### config.mk
export PLATFORM = sky130hd
export DESIGN_NAME = int_lp_sequencer
export DESIGN_NICKNAME = d
export VERILOG_FILES = /design/src/rtl/int_lp_pkg.sv /design/src/rtl/int_lp_arb.sv /design/src/rtl/int_lp_stack.sv /design/src/rtl/int_lp_sequencer.sv
export SDC_FILE = /design/constraint.sdc
export NUM_CORES = 1
export LEC_CHECK = 0
export CORE_MARGIN = 2
export CORE_UTILIZATION = 40
export CTS_CLUSTER_SIZE = 14
export DETAILED_ROUTE_END_ITERATION = 10
export PLACE_DENSITY = 0.75
export SLEW_MARGIN = 20
export SYNTH_ARGS = -nofsm -noshare
export SYNTH_HDL_FRONTEND = slang
export SYNTH_SLANG_ARGS = --single-unit
### constraint.sdc
create_clock -name clk -period 3.5 [get_ports clk]
set_input_delay 0.7 -clock clk [delete_from_list [all_inputs] [get_ports clk]]
set_output_delay 0.7 -clock clk [all_outputs]
set_load 0.01 [all_outputs]
### src/rtl/int_lp_pkg.sv
package int_lp_pkg;
  typedef enum logic [3:0] {
    ST_IDLE, ST_PUSH_H, ST_PUSH_L, ST_PUSH_P, ST_VEC_L, ST_VEC_H, ST_WAIT, ST_STOP
  } seq_state_t;

  typedef enum logic [1:0] {
    CS_RST, CS_NMI, CS_IRQ, CS_BRK
  } seq_cause_t;

  localparam int STAT_BRK_BIT = 4;
  localparam int STAT_ONE_BIT = 5;
endpackage

### src/rtl/int_lp_arb.sv
module int_lp_arb
  import int_lp_pkg::*;
(
  input  logic       clk,
  input  logic       rst_n,
  input  logic       nmi_req,
  input  logic       irq_req,
  input  logic       i_flag,
  input  logic       insn_bound,
  input  logic       op_brk,
  input  logic       op_wai,
  input  logic       op_stp,
  input  logic       in_idle,
  input  logic       in_wait,
  output logic       ev_go,
  output seq_cause_t ev_cause,
  output logic       go_wait,
  output logic       go_stop,
  output logic       wake_plain
);
  logic nmi_q, nmi_pend, nmi_rise, nmi_any, irq_ok, bound_ev, nmi_ack;

  assign nmi_rise = nmi_req & ~nmi_q;
  assign nmi_any  = nmi_pend | nmi_rise;
  assign irq_ok   = irq_req & ~i_flag;
  assign bound_ev = nmi_any | irq_ok | op_brk;

  assign ev_go = (in_idle & insn_bound & bound_ev) | (in_wait & (nmi_any | irq_ok));

  always_comb begin
    if (nmi_any)     ev_cause = CS_NMI;
    else if (irq_ok) ev_cause = CS_IRQ;
    else             ev_cause = CS_BRK;
  end

  assign go_stop    = in_idle & insn_bound & ~bound_ev & op_stp;
  assign go_wait    = in_idle & insn_bound & ~bound_ev & ~op_stp & op_wai;
  assign wake_plain = in_wait & ~nmi_any & ~irq_ok & irq_req;
  assign nmi_ack    = ev_go & (ev_cause == CS_NMI);

  always_ff @(posedge clk or negedge rst_n) begin
    if (!rst_n) begin
      nmi_q    <= 1'b0;
      nmi_pend <= 1'b0;
    end else begin
      nmi_q    <= nmi_req;
      nmi_pend <= (nmi_pend | nmi_rise) & ~nmi_ack;
    end
  end

  AST_NMI_CONSUMED: assert property (@(posedge clk) disable iff (!rst_n)
    nmi_ack |=> !nmi_pend);
  AST_NMI_LEVEL_QUIET: assert property (@(posedge clk) disable iff (!rst_n)
    (!nmi_pend && nmi_q && nmi_req) |-> (ev_cause != CS_NMI));
endmodule

### src/rtl/int_lp_stack.sv
module int_lp_stack #(
  parameter int AW = 16,
  parameter int DW = 8,
  parameter logic [AW-DW-1:0] STACK_PAGE = 'h01
) (
  input  logic          clk,
  input  logic          rst_n,
  input  logic          dec,
  output logic [DW-1:0] sp,
  output logic [AW-1:0] push_addr
);
  always_ff @(posedge clk or negedge rst_n) begin
    if (!rst_n)   sp <= '1;
    else if (dec) sp <= sp - DW'(1);
  end

  assign push_addr = {STACK_PAGE, sp};

  AST_SP_STEP: assert property (@(posedge clk) disable iff (!rst_n)
    dec |=> sp == $past(sp) - DW'(1));
  AST_SP_HOLD: assert property (@(posedge clk) disable iff (!rst_n)
    !dec |=> $stable(sp));
endmodule

### src/rtl/int_lp_sequencer.sv
module int_lp_sequencer
  import int_lp_pkg::*;
#(
  parameter int AW = 16,
  parameter int DW = 8,
  parameter logic [AW-DW-1:0] STACK_PAGE = 'h01,
  parameter logic [AW-1:0] VEC_NMI = 16'hFFFA,
  parameter logic [AW-1:0] VEC_RST = 16'hFFFC,
  parameter logic [AW-1:0] VEC_IRQ = 16'hFFFE,
  parameter int BRK_LEN = 2
) (
  input  logic          clk,
  input  logic          rst_n,
  input  logic          irq_req,
  input  logic          nmi_req,
  input  logic          i_flag,
  input  logic          insn_bound,
  input  logic [AW-1:0] insn_pc,
  input  logic [DW-1:0] status_in,
  input  logic          op_brk,
  input  logic          op_wai,
  input  logic          op_stp,
  output logic          push_valid,
  input  logic          push_ready,
  output logic [AW-1:0] push_addr,
  output logic [DW-1:0] push_data,
  output logic          vec_valid,
  input  logic          vec_ready,
  output logic [AW-1:0] vec_addr,
  output logic          set_i,
  output logic          clr_d,
  output logic          halt,
  output logic [DW-1:0] sp
);
  localparam int HI = AW - DW;

  seq_state_t state, state_nx;
  seq_cause_t cause, ev_cause;
  logic [AW-1:0] ret_q, ret_new, vec_base;
  logic [DW-1:0] stat_q, stat_new;
  logic ev_go, go_wait, go_stop, wake_plain, push_hs, vec_hs;

  int_lp_arb u_arb (
    .clk, .rst_n, .nmi_req, .irq_req, .i_flag, .insn_bound, .op_brk, .op_wai, .op_stp,
    .in_idle(state == ST_IDLE), .in_wait(state == ST_WAIT),
    .ev_go, .ev_cause, .go_wait, .go_stop, .wake_plain
  );

  int_lp_stack #(.AW(AW), .DW(DW), .STACK_PAGE(STACK_PAGE)) u_stack (
    .clk, .rst_n, .dec(push_hs), .sp, .push_addr
  );

  assign push_valid = (state == ST_PUSH_H) | (state == ST_PUSH_L) | (state == ST_PUSH_P);
  assign vec_valid  = (state == ST_VEC_L) | (state == ST_VEC_H);
  assign push_hs    = push_valid & push_ready;
  assign vec_hs     = vec_valid & vec_ready;
  assign halt       = (state != ST_IDLE);
  assign set_i      = vec_hs & (state == ST_VEC_L);
  assign clr_d      = vec_hs & (state == ST_VEC_L);

  always_comb begin
    stat_new               = status_in;
    stat_new[STAT_ONE_BIT] = 1'b1;
    stat_new[STAT_BRK_BIT] = (ev_cause == CS_BRK);
    ret_new = (ev_cause == CS_BRK) ? insn_pc + AW'(BRK_LEN) : insn_pc;
  end

  always_comb begin
    case (state)
      ST_PUSH_H: push_data = ret_q[AW-1:HI];
      ST_PUSH_L: push_data = ret_q[DW-1:0];
      default:   push_data = stat_q;
    endcase
  end

  always_comb begin
    case (cause)
      CS_NMI:  vec_base = VEC_NMI;
      CS_RST:  vec_base = VEC_RST;
      default: vec_base = VEC_IRQ;
    endcase
    vec_addr = (state == ST_VEC_H) ? vec_base + AW'(1) : vec_base;
  end

  always_comb begin
    state_nx = state;
    case (state)
      ST_IDLE: begin
        if (ev_go)        state_nx = ST_PUSH_H;
        else if (go_stop) state_nx = ST_STOP;
        else if (go_wait) state_nx = ST_WAIT;
      end
      ST_WAIT: begin
        if (ev_go)           state_nx = ST_PUSH_H;
        else if (wake_plain) state_nx = ST_IDLE;
      end
      ST_PUSH_H: if (push_hs) state_nx = ST_PUSH_L;
      ST_PUSH_L: if (push_hs) state_nx = ST_PUSH_P;
      ST_PUSH_P: if (push_hs) state_nx = ST_VEC_L;
      ST_VEC_L:  if (vec_hs)  state_nx = ST_VEC_H;
      ST_VEC_H:  if (vec_hs)  state_nx = ST_IDLE;
      default:   state_nx = ST_STOP;
    endcase
  end

  always_ff @(posedge clk or negedge rst_n) begin
    if (!rst_n) begin
      state  <= ST_VEC_L;
      cause  <= CS_RST;
      ret_q  <= '0;
      stat_q <= '0;
    end else begin
      state <= state_nx;
      if (ev_go) begin
        cause  <= ev_cause;
        ret_q  <= ret_new;
        stat_q <= stat_new;
      end
    end
  end

  AST_PUSH_PAGE: assert property (@(posedge clk) disable iff (!rst_n)
    push_valid |-> push_addr[AW-1:HI] == STACK_PAGE);
  AST_PUSH_HOLD: assert property (@(posedge clk) disable iff (!rst_n)
    (push_valid && !push_ready) |=> push_valid && $stable(push_addr) && $stable(push_data));
  AST_VEC_HOLD: assert property (@(posedge clk) disable iff (!rst_n)
    (vec_valid && !vec_ready) |=> vec_valid && $stable(vec_addr));
  AST_VEC_PAIR: assert property (@(posedge clk) disable iff (!rst_n)
    set_i |=> vec_valid && vec_addr == $past(vec_addr) + AW'(1));
  AST_RST_NO_PUSH: assert property (@(posedge clk) disable iff (!rst_n)
    (cause == CS_RST) |-> !push_valid);
  AST_FLAGS_PAIRED: assert property (@(posedge clk) disable iff (!rst_n)
    (set_i || clr_d) |-> (set_i && clr_d && vec_hs));
  AST_STOP_STICKY: assert property (@(posedge clk) disable iff (!rst_n)
    (state == ST_STOP) |=> halt && !push_valid && !vec_valid);
  AST_WAIT_QUIET: assert property (@(posedge clk) disable iff (!rst_n)
    (state == ST_WAIT) |-> halt && !push_valid && !vec_valid);
endmodule

==> results.json <==
{
  "grt-ovfl-total": 0,
  "ys_dominant_reg_cell": "sky130_fd_sc_hd__dfrtp_1",
  "cell_count_after_synthesis": 274,
  "worstSetupStartpointType": "flip-flop",
  "ir_drop_uv": 451,
  "detailed_route_iter0_violations": 166,
  "synth_area_leader_cell": "sky130_fd_sc_hd__dfrtp_1",
  "maximum_number_of_pins_on_one_net_before_global_route_repair": 40,
  "layout.core_utilization": 0.518,
  "period_needed_ns": 2.99,
  "timing_max_transition_violations_final": 0,
  "ios": 88,
  "finalNetCount": 365,
  "placement_rows": 29,
  "register_to_register_path_setup_slack_ns": 1.13,
  "timing.slew.headroom": 0.433,
  "n_antenna_cell": 0,
  "cts.repair.resized": 0,
  "clock_skew_ns": 0.00217,
  "crit-reg2reg-launch": "state[0]",
  "leakage_power_figure_nw": 1.29,
  "final_antenna_net_count": 0,
  "cp-end-kind": "output pin",
  "grt_pass1_vias": 2038,
  "final.setup.tns_ns": 0,
  "setup_viol_count_final": 0,
  "detail_route.first_pass.iterations": 4,
  "synthTopCellsByArea": "sky130_fd_sc_hd__dfrtp_1 (29%), sky130_fd_sc_hd__dfstp_2 (9.3%), sky130_fd_sc_hd__buf_4 (9.1%), sky130_fd_sc_hd__a21oi_1 (5.1%), sky130_fd_sc_hd__nor2_1 (4.6%)",
  "total_number_of_yosys_warnings": 0,
  "path_max_fanout": 19,
  "timing_worst_slew_pin_value_ns": 0.850,
  "synth.yosys.seq_area_share": 0.388,
  "wire_length_of_the_first_global_routing_pass_mm": 9.36,
  "postSynthAreaPerCell_um2": 9.29,
  "async_flop_share": 1.00,
  "routed_wirelength_mm": 5.66,
  "clk_path_buf_depth": 2,
  "timing.fmax_mhz": 335,
  "clkLatencyLatePin_ns": 0.30,
  "met3WireLength_um": 299,
  "worst_path_required_ns": 2.80,
  "cts_bufs_inserted": 5,
  "post-route-drc-count": 0,
  "clk_pin_slew_worst_paths_ns": 0.08,
  "wirelength_met1_mm": 2.55,
  "ys_ff_latch": 39,
  "place.port_buffers": 64,
  "multiInputGateArea_mm2": 0.00130,
  "holdCritPathClass": "primary input to asynchronous set/reset pin",
  "place.gp.congestion": 0.798,
  "clock_tree.htree_level_count": 2,
  "grt_overall_usage": 0.166,
  "cts_setup_buffers": 0,
  "detailed_place_hpwl_mm": 4.22,
  "final.fill_count": 591,
  "cts_num_sinks": 39,
  "clock-root-buffer": "sky130_fd_sc_hd__clkbuf_8",
  "floorplan.core_area_mm2": 0.00624,
  "post-synth-top-area-fraction": 0.295,
  "vias_per_cell": 5.15,
  "met2_wirelength_mm": 2.68,
  "dieWidth_um": 83.8,
  "routed_wire_length_per_instance_um": 14.0,
  "post_route_setup_slack_ns": 0.514,
  "die_area_mm2": 0.00702,
  "power-per-cell-area_mw_per_mm2": 926,
  "synth.cell_area_mm2": 0.00255,
  "grt_setup_unrepaired": "no",
  "share_of_post_route_cells_with_drive_strength_above_1": 0.140,
  "run_status": "finished clean",
  "antenna_found_initial": 0,
  "chipHeight_um": 83.8,
  "reg2regPathDepth": 6,
  "cts_tree": "done",
  "area.sequential_um2": 987,
  "synth_cell_type_count": 53,
  "top_signal_layer_used": "met4",
  "cp.arrival_ns": 2.29,
  "post-route-period-util": 0.853,
  "criticalPathCategory": "flip-flop to output pin",
  "report.final.hold_viol_count": 0,
  "cts-hold-fix-buffers": 0,
  "critical_path_source": "state[2]",
  "crit_end": "push_data[3]",
  "routed-via-count": 2084,
  "number_of_synthesized_flops_with_an_enable_pin": 0,
  "area.growth.synth_to_final_pct": 26.9,
  "start_util": 0.408,
  "crit-reg2reg-capture": "ret_q[14]",
  "dp_worst_setup_slack_ns": 0.658,
  "max_cap_viol_count": 0
}
-- where the power goes --
group,internal [mW],switching (mW)
Combinational,0.851,0.751
Sequential,0.714,0.227
Clock,0.284,0.166
-- cells in the mapped netlist (all sizes together) (2+ instances only) --
cell	n
buf	39
nor2	31
dfrtp	30
a21oi	26
o22ai	12
xor2	11
o21ai	10
dfstp	9
mux2	9
nand2	9
xnor2	9
inv	8
nor3	7
or3	7
nand3	6
nand4	5
nor4	5
clkbuf	4
ha	3
mux2i	3
nor2b	3
a21o	2
a221o	2
a31oi	2
and3	2
conb	2
or2	2
or4	2
-- registers in the layout (all words and copies together), names as in the netlist --
name	flops
ret_q	16
stat_q	8
u_stack.sp	8
state	3
cause	2
u_arb.nmi_pend	1
u_arb.nmi_q	1
-- final cells by class --
cell class | count | share of cell area
Clock buffer | 5 | 0.0213
Clock inverter | 3 | 0.0209
Inverter | 9 | 0.0105
Multi-Input combinational cell | 202 | 0.401
Sequential cell | 39 | 0.305
Tap cell | 77 | 0.0298
Timing Repair Buffer | 70 | 0.211
-- metrics by stage --
| step | std cells | area, um2 | power, mW | hold WS, ns |
|---|---|---|---|---|
| after global placement | 397 | 3100 | 2.50 | 0.495 |
| after CTS | 405 | 3230 | 3.01 | 0.516 |
| after global routing | 405 | 3230 | 3.21 | 0.536 |
| final | 405 | 3230 | 2.99 | 0.506 |
| after detailed placement | 397 | 3100 | 2.56 | 0.505 |
| after floorplan | 293 | 2620 | 1.96 | 0.404 |
-- layer usage --
metal | track usage | vias up
li1 | - | 1022
met1 | 0.214 | 985
met2 | 0.263 | 64
met3 | 0.0455 | 13
met4 | 0.0674 | 0
met5 | 0 | -
-- cells by family (layout without fill, tap and decap cells) --
family	after synthesis	in the layout	share of synthesized area
mux	12	12	0.0531
xor+xnor	20	20	0.0688
fa+ha+maj	3	3	0.0147
buf+inv	52	87	0.131
flops	39	39	0.388
other cells	2	21	0.00295
compound gates	61	61	0.148
simple gates	85	85	0.194
-- critical path: stages (launching register included) --
cell                              delay [ns]
sky130_fd_sc_hd__dfstp_2                0.73
sky130_fd_sc_hd__clkinv_1               0.15
sky130_fd_sc_hd__nand2_1                0.21
sky130_fd_sc_hd__o22ai_1                0.12
sky130_fd_sc_hd__a21oi_1                0.21
sky130_fd_sc_hd__clkdlybuf4s50_1        0.57
-- how the worst min path moves through the flow --
stage	end	depth (start not counted)	slack, ns	from
floorplan	cause[0]	0	0.40	rst_n
finish	ret_q[8]	1	0.51	rst_n
global route	u_stack.sp[0]	1	0.54	u_stack.sp[0]
global placement	u_stack.sp[1]	2	0.49	u_stack.sp[1]
CTS	u_stack.sp[1]	2	0.52	u_stack.sp[1]
detailed placement	stat_q[5]	1	0.50	stat_q[5]
-- placed cells by master, fill, tap and decap left out, drive strengths merged, types with 5 or more instances in the layout --
cell type       n
a21oi          26
buf             7
clkbuf          5
clkdlybuf4s50  63
conb           21
dfrtp          30
dfstp           9
inv             8
mux2            9
nand2           9
nand3           6
nand4           5
nor2           31
nor3            7
nor4            5
o21ai          10
o22ai          12
or3             7
xnor2           9
xor2           11
(Power assumes the default switching activity.)
